<file path="src/rtl/slvu_pkg.sv">
package slvu_pkg;
  typedef enum logic [1:0] {
    OP_STORE = 2'd0,
    OP_LOAD  = 2'd1,
    OP_REPL  = 2'd2,
    OP_RSVD  = 2'd3
  } slvu_op_e;

  typedef enum logic [2:0] {
    ST_IDLE  = 3'd0,
    ST_ISSUE = 3'd1,
    ST_MEM   = 3'd2,
    ST_MERGE = 3'd3,
    ST_FIN   = 3'd4
  } slvu_state_e;

  // low-byte mask for an element of 2**sz bytes within an ELEN-bit word
  function automatic logic [63:0] size_mask(input logic [1:0] sz);
    logic [63:0] m;
    m = '0;
    for (int b = 0; b < 8; b++) begin
      if (b < (1 << sz)) m[b*8 +: 8] = 8'hFF;
    end
    return m;
  endfunction
endpackage

</file>
<file path="src/rtl/slvu_check.sv">
module slvu_check #(
  parameter int VLEN  = 128,
  parameter int LW    = $clog2(VLEN/8),
  parameter int RIDXW = 5
) (
  input  logic [1:0]       op,
  input  logic [1:0]       esize,
  input  logic [LW-1:0]    lane,
  input  logic [RIDXW-1:0] rn,
  input  logic [3:0]       base_lo,
  output logic             bad
);
  import slvu_pkg::*;
  localparam int VBYTES = VLEN / 8;
  localparam logic [RIDXW-1:0] SP_IDX = '1;

  logic [LW:0] lane_lim;
  logic        lane_bad;
  logic        sp_bad;

  always_comb begin
    lane_lim = (LW+1)'(VBYTES) >> esize;
    lane_bad = (op != OP_REPL) && ({1'b0, lane} >= lane_lim);
    sp_bad   = (rn == SP_IDX) && (base_lo != 4'd0);
    bad      = lane_bad || sp_bad || (op == OP_RSVD);
  end
endmodule

</file>
<file path="src/rtl/slvu_lane_pick.sv">
module slvu_lane_pick #(
  parameter int VLEN = 128,
  parameter int ELEN = 64,
  parameter int LW   = $clog2(VLEN/8)
) (
  input  logic [VLEN-1:0] vec,
  input  logic [1:0]      esize,
  input  logic [LW-1:0]   lane,
  output logic [ELEN-1:0] elem
);
  import slvu_pkg::*;
  localparam int BW = $clog2(VLEN);

  logic [BW-1:0]   bit_off;
  logic [VLEN-1:0] shifted;

  always_comb begin
    bit_off = ({{(BW-LW){1'b0}}, lane} << esize) << 3;
    shifted = vec >> bit_off;
    elem    = shifted[ELEN-1:0] & size_mask(esize);
  end
endmodule

</file>
<file path="src/rtl/slvu_lane_fill.sv">
module slvu_lane_fill #(
  parameter int VLEN = 128,
  parameter int ELEN = 64,
  parameter int LW   = $clog2(VLEN/8)
) (
  input  logic [VLEN-1:0] old_vec,
  input  logic [ELEN-1:0] mem_elem,
  input  logic [1:0]      esize,
  input  logic [LW-1:0]   lane,
  input  logic            repl,
  input  logic            full,
  output logic [VLEN-1:0] new_vec
);
  import slvu_pkg::*;
  localparam int BW  = $clog2(VLEN);
  localparam int NSZ = $clog2(ELEN/8) + 1;

  logic [BW-1:0]   bit_off;
  logic [VLEN-1:0] ins_mask;
  logic [VLEN-1:0] ins_data;
  logic [VLEN-1:0] rep_pick;

  for (genvar gs = 0; gs < NSZ; gs++) begin : g_rep
    localparam int EB = 8 << gs;
    logic [VLEN-1:0] r;
    for (genvar gj = 0; gj < VLEN/EB; gj++) begin : g_copy
      assign r[gj*EB +: EB] = mem_elem[EB-1:0];
    end
  end

  always_comb begin
    bit_off  = ({{(BW-LW){1'b0}}, lane} << esize) << 3;
    ins_mask = {{(VLEN-ELEN){1'b0}}, size_mask(esize)} << bit_off;
    ins_data = {{(VLEN-ELEN){1'b0}}, mem_elem & size_mask(esize)} << bit_off;
    case (esize)
      2'd0:    rep_pick = g_rep[0].r;
      2'd1:    rep_pick = g_rep[1].r;
      2'd2:    rep_pick = g_rep[2].r;
      default: rep_pick = g_rep[3].r;
    endcase
    if (!full) rep_pick[VLEN-1:VLEN/2] = '0;
    new_vec = repl ? rep_pick : ((old_vec & ~ins_mask) | ins_data);
  end
endmodule

</file>
<file path="src/rtl/slvu_top.sv">
module slvu_top #(
  parameter int VLEN  = 128,
  parameter int ELEN  = 64,
  parameter int AW    = 64,
  parameter int RIDXW = 5,
  parameter int LW    = $clog2(VLEN/8),
  parameter int CNTW  = 2
) (
  input  logic             clk,
  input  logic             rst,
  input  logic             start,
  input  logic [1:0]       op,
  input  logic [1:0]       esize,
  input  logic [LW-1:0]    lane,
  input  logic [CNTW-1:0]  nstruct,
  input  logic             q,
  input  logic [RIDXW-1:0] rt,
  input  logic [RIDXW-1:0] rn,
  input  logic [RIDXW-1:0] rm,
  input  logic             wback,
  input  logic [AW-1:0]    base,
  input  logic [AW-1:0]    xm,
  output logic             busy,
  output logic             done,
  output logic             fault,
  output logic             mem_req,
  output logic             mem_we,
  output logic [1:0]       mem_size,
  output logic [AW-1:0]    mem_addr,
  output logic [ELEN-1:0]  mem_wdata,
  input  logic [ELEN-1:0]  mem_rdata,
  output logic [RIDXW-1:0] vrd_addr,
  input  logic [VLEN-1:0]  vrd_data,
  output logic             vwr_en,
  output logic [RIDXW-1:0] vwr_addr,
  output logic [VLEN-1:0]  vwr_data,
  output logic             wb_en,
  output logic [AW-1:0]    wb_data
);
  import slvu_pkg::*;
  localparam logic [RIDXW-1:0] ZR_IDX = '1;

  slvu_state_e     state_q;
  logic [1:0]      op_q;
  logic [1:0]      es_q;
  logic [LW-1:0]   lane_q;
  logic [CNTW-1:0] left_q;
  logic            q_q;
  logic [RIDXW-1:0] t_q;
  logic [RIDXW-1:0] rm_q;
  logic            wback_q;
  logic [AW-1:0]   base_q;
  logic [AW-1:0]   xm_q;
  logic [AW-1:0]   offs_q;
  logic            fault_q;

  logic            cmd_bad;
  logic [ELEN-1:0] pick_elem;
  logic [VLEN-1:0] fill_vec;
  logic [AW-1:0]   ebytes;

  slvu_check #(.VLEN(VLEN), .LW(LW), .RIDXW(RIDXW)) u_check (
    .op      (op),
    .esize   (esize),
    .lane    (lane),
    .rn      (rn),
    .base_lo (base[3:0]),
    .bad     (cmd_bad)
  );

  slvu_lane_pick #(.VLEN(VLEN), .ELEN(ELEN), .LW(LW)) u_pick (
    .vec   (vrd_data),
    .esize (es_q),
    .lane  (lane_q),
    .elem  (pick_elem)
  );

  slvu_lane_fill #(.VLEN(VLEN), .ELEN(ELEN), .LW(LW)) u_fill (
    .old_vec  (vrd_data),
    .mem_elem (mem_rdata),
    .esize    (es_q),
    .lane     (lane_q),
    .repl     (op_q == OP_REPL),
    .full     (q_q),
    .new_vec  (fill_vec)
  );

  assign ebytes   = AW'(1) << es_q;
  assign vrd_addr = t_q;
  assign busy     = (state_q != ST_IDLE);

  always_ff @(posedge clk) begin
    if (rst) begin
      state_q   <= ST_IDLE;
      op_q      <= '0;
      es_q      <= '0;
      lane_q    <= '0;
      left_q    <= '0;
      q_q       <= 1'b0;
      t_q       <= '0;
      rm_q      <= '0;
      wback_q   <= 1'b0;
      base_q    <= '0;
      xm_q      <= '0;
      offs_q    <= '0;
      fault_q   <= 1'b0;
      done      <= 1'b0;
      fault     <= 1'b0;
      mem_req   <= 1'b0;
      mem_we    <= 1'b0;
      mem_size  <= '0;
      mem_addr  <= '0;
      mem_wdata <= '0;
      vwr_en    <= 1'b0;
      vwr_addr  <= '0;
      vwr_data  <= '0;
      wb_en     <= 1'b0;
      wb_data   <= '0;
    end else begin
      done    <= 1'b0;
      fault   <= 1'b0;
      mem_req <= 1'b0;
      vwr_en  <= 1'b0;
      wb_en   <= 1'b0;
      case (state_q)
        ST_IDLE: begin
          if (start) begin
            op_q    <= op;
            es_q    <= esize;
            lane_q  <= lane;
            left_q  <= nstruct;
            q_q     <= q;
            t_q     <= rt;
            rm_q    <= rm;
            wback_q <= wback;
            base_q  <= base;
            xm_q    <= xm;
            offs_q  <= '0;
            fault_q <= cmd_bad;
            state_q <= cmd_bad ? ST_FIN : ST_ISSUE;
          end
        end
        ST_ISSUE: begin
          mem_req   <= 1'b1;
          mem_we    <= (op_q == OP_STORE);
          mem_size  <= es_q;
          mem_addr  <= base_q + offs_q;
          mem_wdata <= pick_elem;
          state_q   <= ST_MEM;
        end
        ST_MEM: begin
          if (op_q == OP_STORE) begin
            t_q    <= t_q + 1'b1;
            offs_q <= offs_q + ebytes;
            if (left_q == '0) state_q <= ST_FIN;
            else begin
              left_q  <= left_q - 1'b1;
              state_q <= ST_ISSUE;
            end
          end else begin
            state_q <= ST_MERGE;
          end
        end
        ST_MERGE: begin
          vwr_en   <= 1'b1;
          vwr_addr <= t_q;
          vwr_data <= fill_vec;
          t_q      <= t_q + 1'b1;
          offs_q   <= offs_q + ebytes;
          if (left_q == '0) state_q <= ST_FIN;
          else begin
            left_q  <= left_q - 1'b1;
            state_q <= ST_ISSUE;
          end
        end
        ST_FIN: begin
          done  <= 1'b1;
          fault <= fault_q;
          if (!fault_q && wback_q) begin
            wb_en   <= 1'b1;
            wb_data <= base_q + ((rm_q != ZR_IDX) ? xm_q : offs_q);
          end
          state_q <= ST_IDLE;
        end
        default: state_q <= ST_IDLE;
      endcase
    end
  end
endmodule

</file>
<file path="config.mk">
export PLATFORM = sky130hd
export DESIGN_NAME = slvu_top
export DESIGN_NICKNAME = d
export VERILOG_FILES = /design/src/rtl/slvu_pkg.sv /design/src/rtl/slvu_check.sv /design/src/rtl/slvu_lane_pick.sv /design/src/rtl/slvu_lane_fill.sv /design/src/rtl/slvu_top.sv
export SDC_FILE = /design/constraint.sdc
export NUM_CORES = 2
export LEC_CHECK = 0
export BUFFER_PORTS_ARGS = -buffer_cell sky130_fd_sc_hd__buf_2
export CAP_MARGIN = 15
export CORE_UTILIZATION = 45
export CTS_BUF_LIST = sky130_fd_sc_hd__clkbuf_8
export CTS_CLUSTER_SIZE = 8
export DETAILED_ROUTE_END_ITERATION = 12
export GPL_TIMING_DRIVEN = 0
export PLACE_DENSITY = 0.67
export SYNTH_ARGS = -nofsm -noshare
export SYNTH_HDL_FRONTEND = slang
export SYNTH_SLANG_ARGS = --single-unit
</file>
<file path="constraint.sdc">
create_clock -name clk -period 5.7 [get_ports clk]
set_input_delay 1.425 -clock clk [delete_from_list [all_inputs] [get_ports clk]]
set_output_delay 1.425 -clock clk [all_outputs]
set_load 0.05 [all_outputs]
</file>
# Yosys cells after proc, flatten, opt, wreduce, memory -nomap -nowiden
# Cells that the tools add are included.
# classes
mux	31
n_reduce_logical	17
shifts	7
n_eq_ne	13
bitwise_logic	6
addsub	5
n_lt_le_gt_ge	9
# op_table
cell	n
$pmux 128 s3	1
$mux 64	4
$shl 64x7->128	2
$add 64x64->64	3
$pmux 64 s3	1
$and 128x128->128	1
$and 64x64->64	2
$lt 4x32->1 const A	4
$mux 128	1
$not 128->128	1
$or 128x128->128	1
$shr 128x7->64	1
$lt 3x32->1 const A	2
$mux 8	8
$shl 1x2->64 const A	1
$lt 1x32->1 const A	1
$lt 2x32->1 const A	1
$shl 1x2->32 const A	1
$pmux 5 s3	1
$mux 3	4
$pmux 3 s4	1
$mux 5	2
$eq 2x2->1 const B	3
$eq 3x2->1 const B	2
25 further kinds	39
# totals
reg_bits	551
inputBits	350
wordCells	113

# Longest topological paths before layout
# depth
ltp_word	8
mapped_depth	20

# By module
# From an unflattened synthesis, not the netlist that was laid out.
# unflattened
cells_unflattened	4918
area_unflattened_um2	37592.3
# modules_own_cells
module	cells_each	area_each_um2	instances
slvu_top	3669	28165.8	1
slvu_lane_pick	553	4898.4	1
slvu_lane_fill	681	4415.5	1
slvu_check	15	112.6	1

# Worst setup path before layout
# OpenSTA, ideal clock, no wires.
# synth_path
path_kind	reg2reg
startpoint	reg rm_q[1]
endpoint	reg wb_data[62]
path_stages_with_launch	21
n_path_buf	2
arrival_ns	4.341
slack_ns	1.233
setup_ns	0.126
cell_sequence	dfxtp_1 and3_1 nand3_1 buf_1 clkbuf_1 mux2_2 ha_1 inv_1 fa_1 nand2b_1 a21oi_2 o22a_2 a31oi_4 o21bai_2 a41oi_2 o31ai_4 a221oi_4 o31a_1 o31ai_1 and4_1 nor3_1
# synth_between
elab_chain_cells	3
# synth_lines
element	line	text
start: declaration	slvu_top.sv:50	logic [RIDXW-1:0] rm_q;
start signal: assignment	slvu_top.sv:134	rm_q <= rm;
$ne 5x5->1	slvu_top.sv:181	wb_data <= base_q + ((rm_q != ZR_IDX) ? xm_q : offs_q);
$mux 64	slvu_top.sv:181	
$add 64x64->64	slvu_top.sv:181	
end signal: assignment	slvu_top.sv:181	
end: declaration	slvu_top.sv:38	output logic [AW-1:0] wb_data
# Every way passes these cells.
# A chain may end at the register's enable or synchronous reset.

# Worst setup path in the final report
# layout_path
startpoint	reg rm_q[1]
endpoint	reg wb_data[63]
# The elaborated chain is that of the path after synthesis.

==> results.cfg <==
[status]
status = finished clean

[synth]
netlist_top_cells_area = dfxtp_1, nand2_1, a21oi_1
synth_ff_type = dfxtp_1
synth_top_area_share_pct = 31.91
yosysWarnings = 0
synth.most_common_cell = nand2_1
async_flop_share_pct = 0
synth_cells = 4595
yosysSeqAreaShare_pct = 31.91
syn_avg_cell_area_um2 = 7.522
netlist_top_cells_count = nand2_1, a21oi_1, dfxtp_1
synth_area_mm2 = 0.03456
syn_nets = 5085
synth_cell_types = 93
yosysTopAreaCell = dfxtp_1
synth-edff-count = 0
ys_seq_elements = 551

[clocking]
ctsHoldBuffers = 0
clk_path_buf_depth = 3
htree_levels = 3
path_clk_slew_ns = 0.06
cts_root_buf = clkbuf_8
clkLatencyLatePin_ns = 0.78
cts_sinks = 551
postCtsSetupBuffers = 0
numCtsBuffers = 97
cts_tree = done

[timing]
fmax_mhz = 179.5
clock_skew_ns = 0.07266
fin_crit_sh_pct = 97.74
worstMarginPinSlew_ns = 1.357
maxSlewViolCount = 0
setup_viol = 0
layout_setup_ws_ns = 0.1288
relSlewSlack_pct = 9.552
finalHoldViolCount = 0
hold_ws_ns = 0.4493
period_minus_slack_ns = 5.571
tns_ns = 0

[route]
wirelength_um = 203400
ant_nets = 0
first_pass_iters = 6
viasPerCell = 6.434
drc = 0
wl_per_cell_um = 31.29
num_vias = 41820
drtIter0Drc = 5202

[global_route]
track_usage_pct = 50.01
grt_max_degree = 16
grt_pass1_wl_um = 278700
grt_overflow = 0
first_global_vias = 38810
antenna_found_initial = 32

[critical_path]
r2r_slack_ns = 0.13
crit_path_end_kind = flop
path_max_fanout = 10
arrival_ns = 6.20
r2r-start = rm_q[1]
criticalPathCategory = flop to flop
critPathLaunchType = flop
crit_start = rm_q[1]
crit_required_ns = 6.33

[floorplan]
rows = 101
fp.dieW_um = 279.1
io_pins = 689
dieArea_mm2 = 0.07792
start_util_pct = 45.51
die_h_um = 279.1
core_mm2 = 0.07595

[flow_run]
cap_violations = 0

[worst_hold_path]
hp-class = flop to flop
holdCritStartpoint = mem_addr[61]

[layout]
final_area_mm2 = 0.04147
drive_above_1_share_pct = 18.19
nets = 5870
area_growth_syn_to_layout_pct = 19.98

[placement]
hpwl_um = 161800
post_dp_cell_area_mm2 = 0.03929
gp_congestion = 1.116
dpl_worst_slack_ns = -0.6696
io_buffers = 680

[pwr]
finalPower_w = 0.01170
vdd_drop_max_mv = 0.1892
p_leak_nw = 18.07
power.density_mw_per_mm2 = 282.1
[sequential cells by signal (all words and copies together), names as in the netlist, 2 cells and up]
register and flops:
xm_q 64, lane_q 4, mem_addr 64, op_q 2, mem_size 2, base_q 64
vwr_data 128, mem_wdata 64, state_q 3, vrd_addr 5, vwr_addr 5, left_q 2
rm_q 5, wb_data 64, offs_q 64, es_q 2
[area by class of cell]
class | instances | area (um^2)
Clock inverter | 45 | 385.4
Buffer | 345 | 1345
Multi-Input combinational cell | 3648 | 22030
Inverter | 51 | 192.7
Antenna cell | 21 | 52.55
Tap cell | 1030 | 1289
Fill cell | 7393 | 34480
Clock buffer | 123 | 1693
Sequential cell | 551 | 11030
Timing Repair Buffer | 686 | 3453
[placed cells by master, fill, tap and decap left out, types with 22 or more instances in the layout]
master,n
a21o_1,89
xnor2_1,80
buf_1,36
nor2_1,400
a311oi_1,35
mux2i_1,164
a221oi_1,56
ha_1,137
a31oi_1,29
clkbuf_8,123
nor2b_1,47
nand2_1,869
xor2_1,69
a22oi_1,92
mux2_2,70
nor3_1,51
o21ai_0,321
inv_1,76
a22o_1,32
nand3_1,64
dfxtp_1,551
buf_2,709
a21oi_1,565
o211ai_1,34
and3_1,27
a211oi_1,79
clkbuf_1,275
o21bai_1,22
nand4_1,37
nand2b_1,23
[through the flow]
step | util, % | std cells
after floorplan | - | 4595
after global placement | 51.69 | 6305
after detailed placement | 51.74 | 6309
after CTS | 54.49 | 6477
after global routing | 54.54 | 6482
final | 54.60 | 6500
[per-layer routing]
metal | GRT usage, % | share of wire, %
met1 | 58.11 | 36
met3 | 14.65 | 12
met5 | 0 | 0.069
met2 | 75.07 | 42
met4 | 43.55 | 10
[worst paths after layout]
path	endpoint	cells after the start
worst min-delay path	mem_addr[61]	2
worst max-delay path	wb_data[63]	17
worst max register to register	wb_data[63]	17
worst min register to register	mem_addr[61]	2
[critical path, stage by stage, from the launching register on]
cell,delay [ns]
dfxtp_1,0.32
and3_1,0.19
nand3_2,0.22
buf_1,0.71
mux2_2,0.42
ha_1,0.39
a21oi_1,0.19
o221ai_1,0.13
a21oi_1,0.50
a21oi_1,0.20
o31a_1,0.41
a31o_1,0.29
a221o_2,0.45
a21oi_4,0.23
o21ai_2,0.13
a221oi_2,0.29
xnor2_1,0.25
o21ai_1,0.09
[power by group]
part / leakage (nW) / internal (W) / total [W] / switching, W
clock network: 1.16 / 0.00217 / 0.00403 / 0.00186
logic: 12.5 / 0.000902 / 0.00350 / 0.00260
registers: 4.47 / 0.00401 / 0.00416 / 0.000148
total: 18.1 / 0.00709 / 0.0117 / 0.00461
[cells by family (layout without fill, tap and decap cells)]
logic type	Yosys count	in the layout	share of synthesized area (%)
compound gates	1513	1513	27.50
xor+xnor	149	149	3.776
fa+ha+maj	140	140	5.133
buf+inv	396	1250	4.409
flops	551	551	31.91
mux	246	246	7.790
other cells	0	21	0
simple gates	1600	1600	19.48
[timing repair]
action	4_1_cts	5_1_grt
pin swaps	0	1
endpoints found under the hold margin	0	0
resized for setup	8	10
setup endpoints to repair	26	28
(Power assumes the default switching activity.)
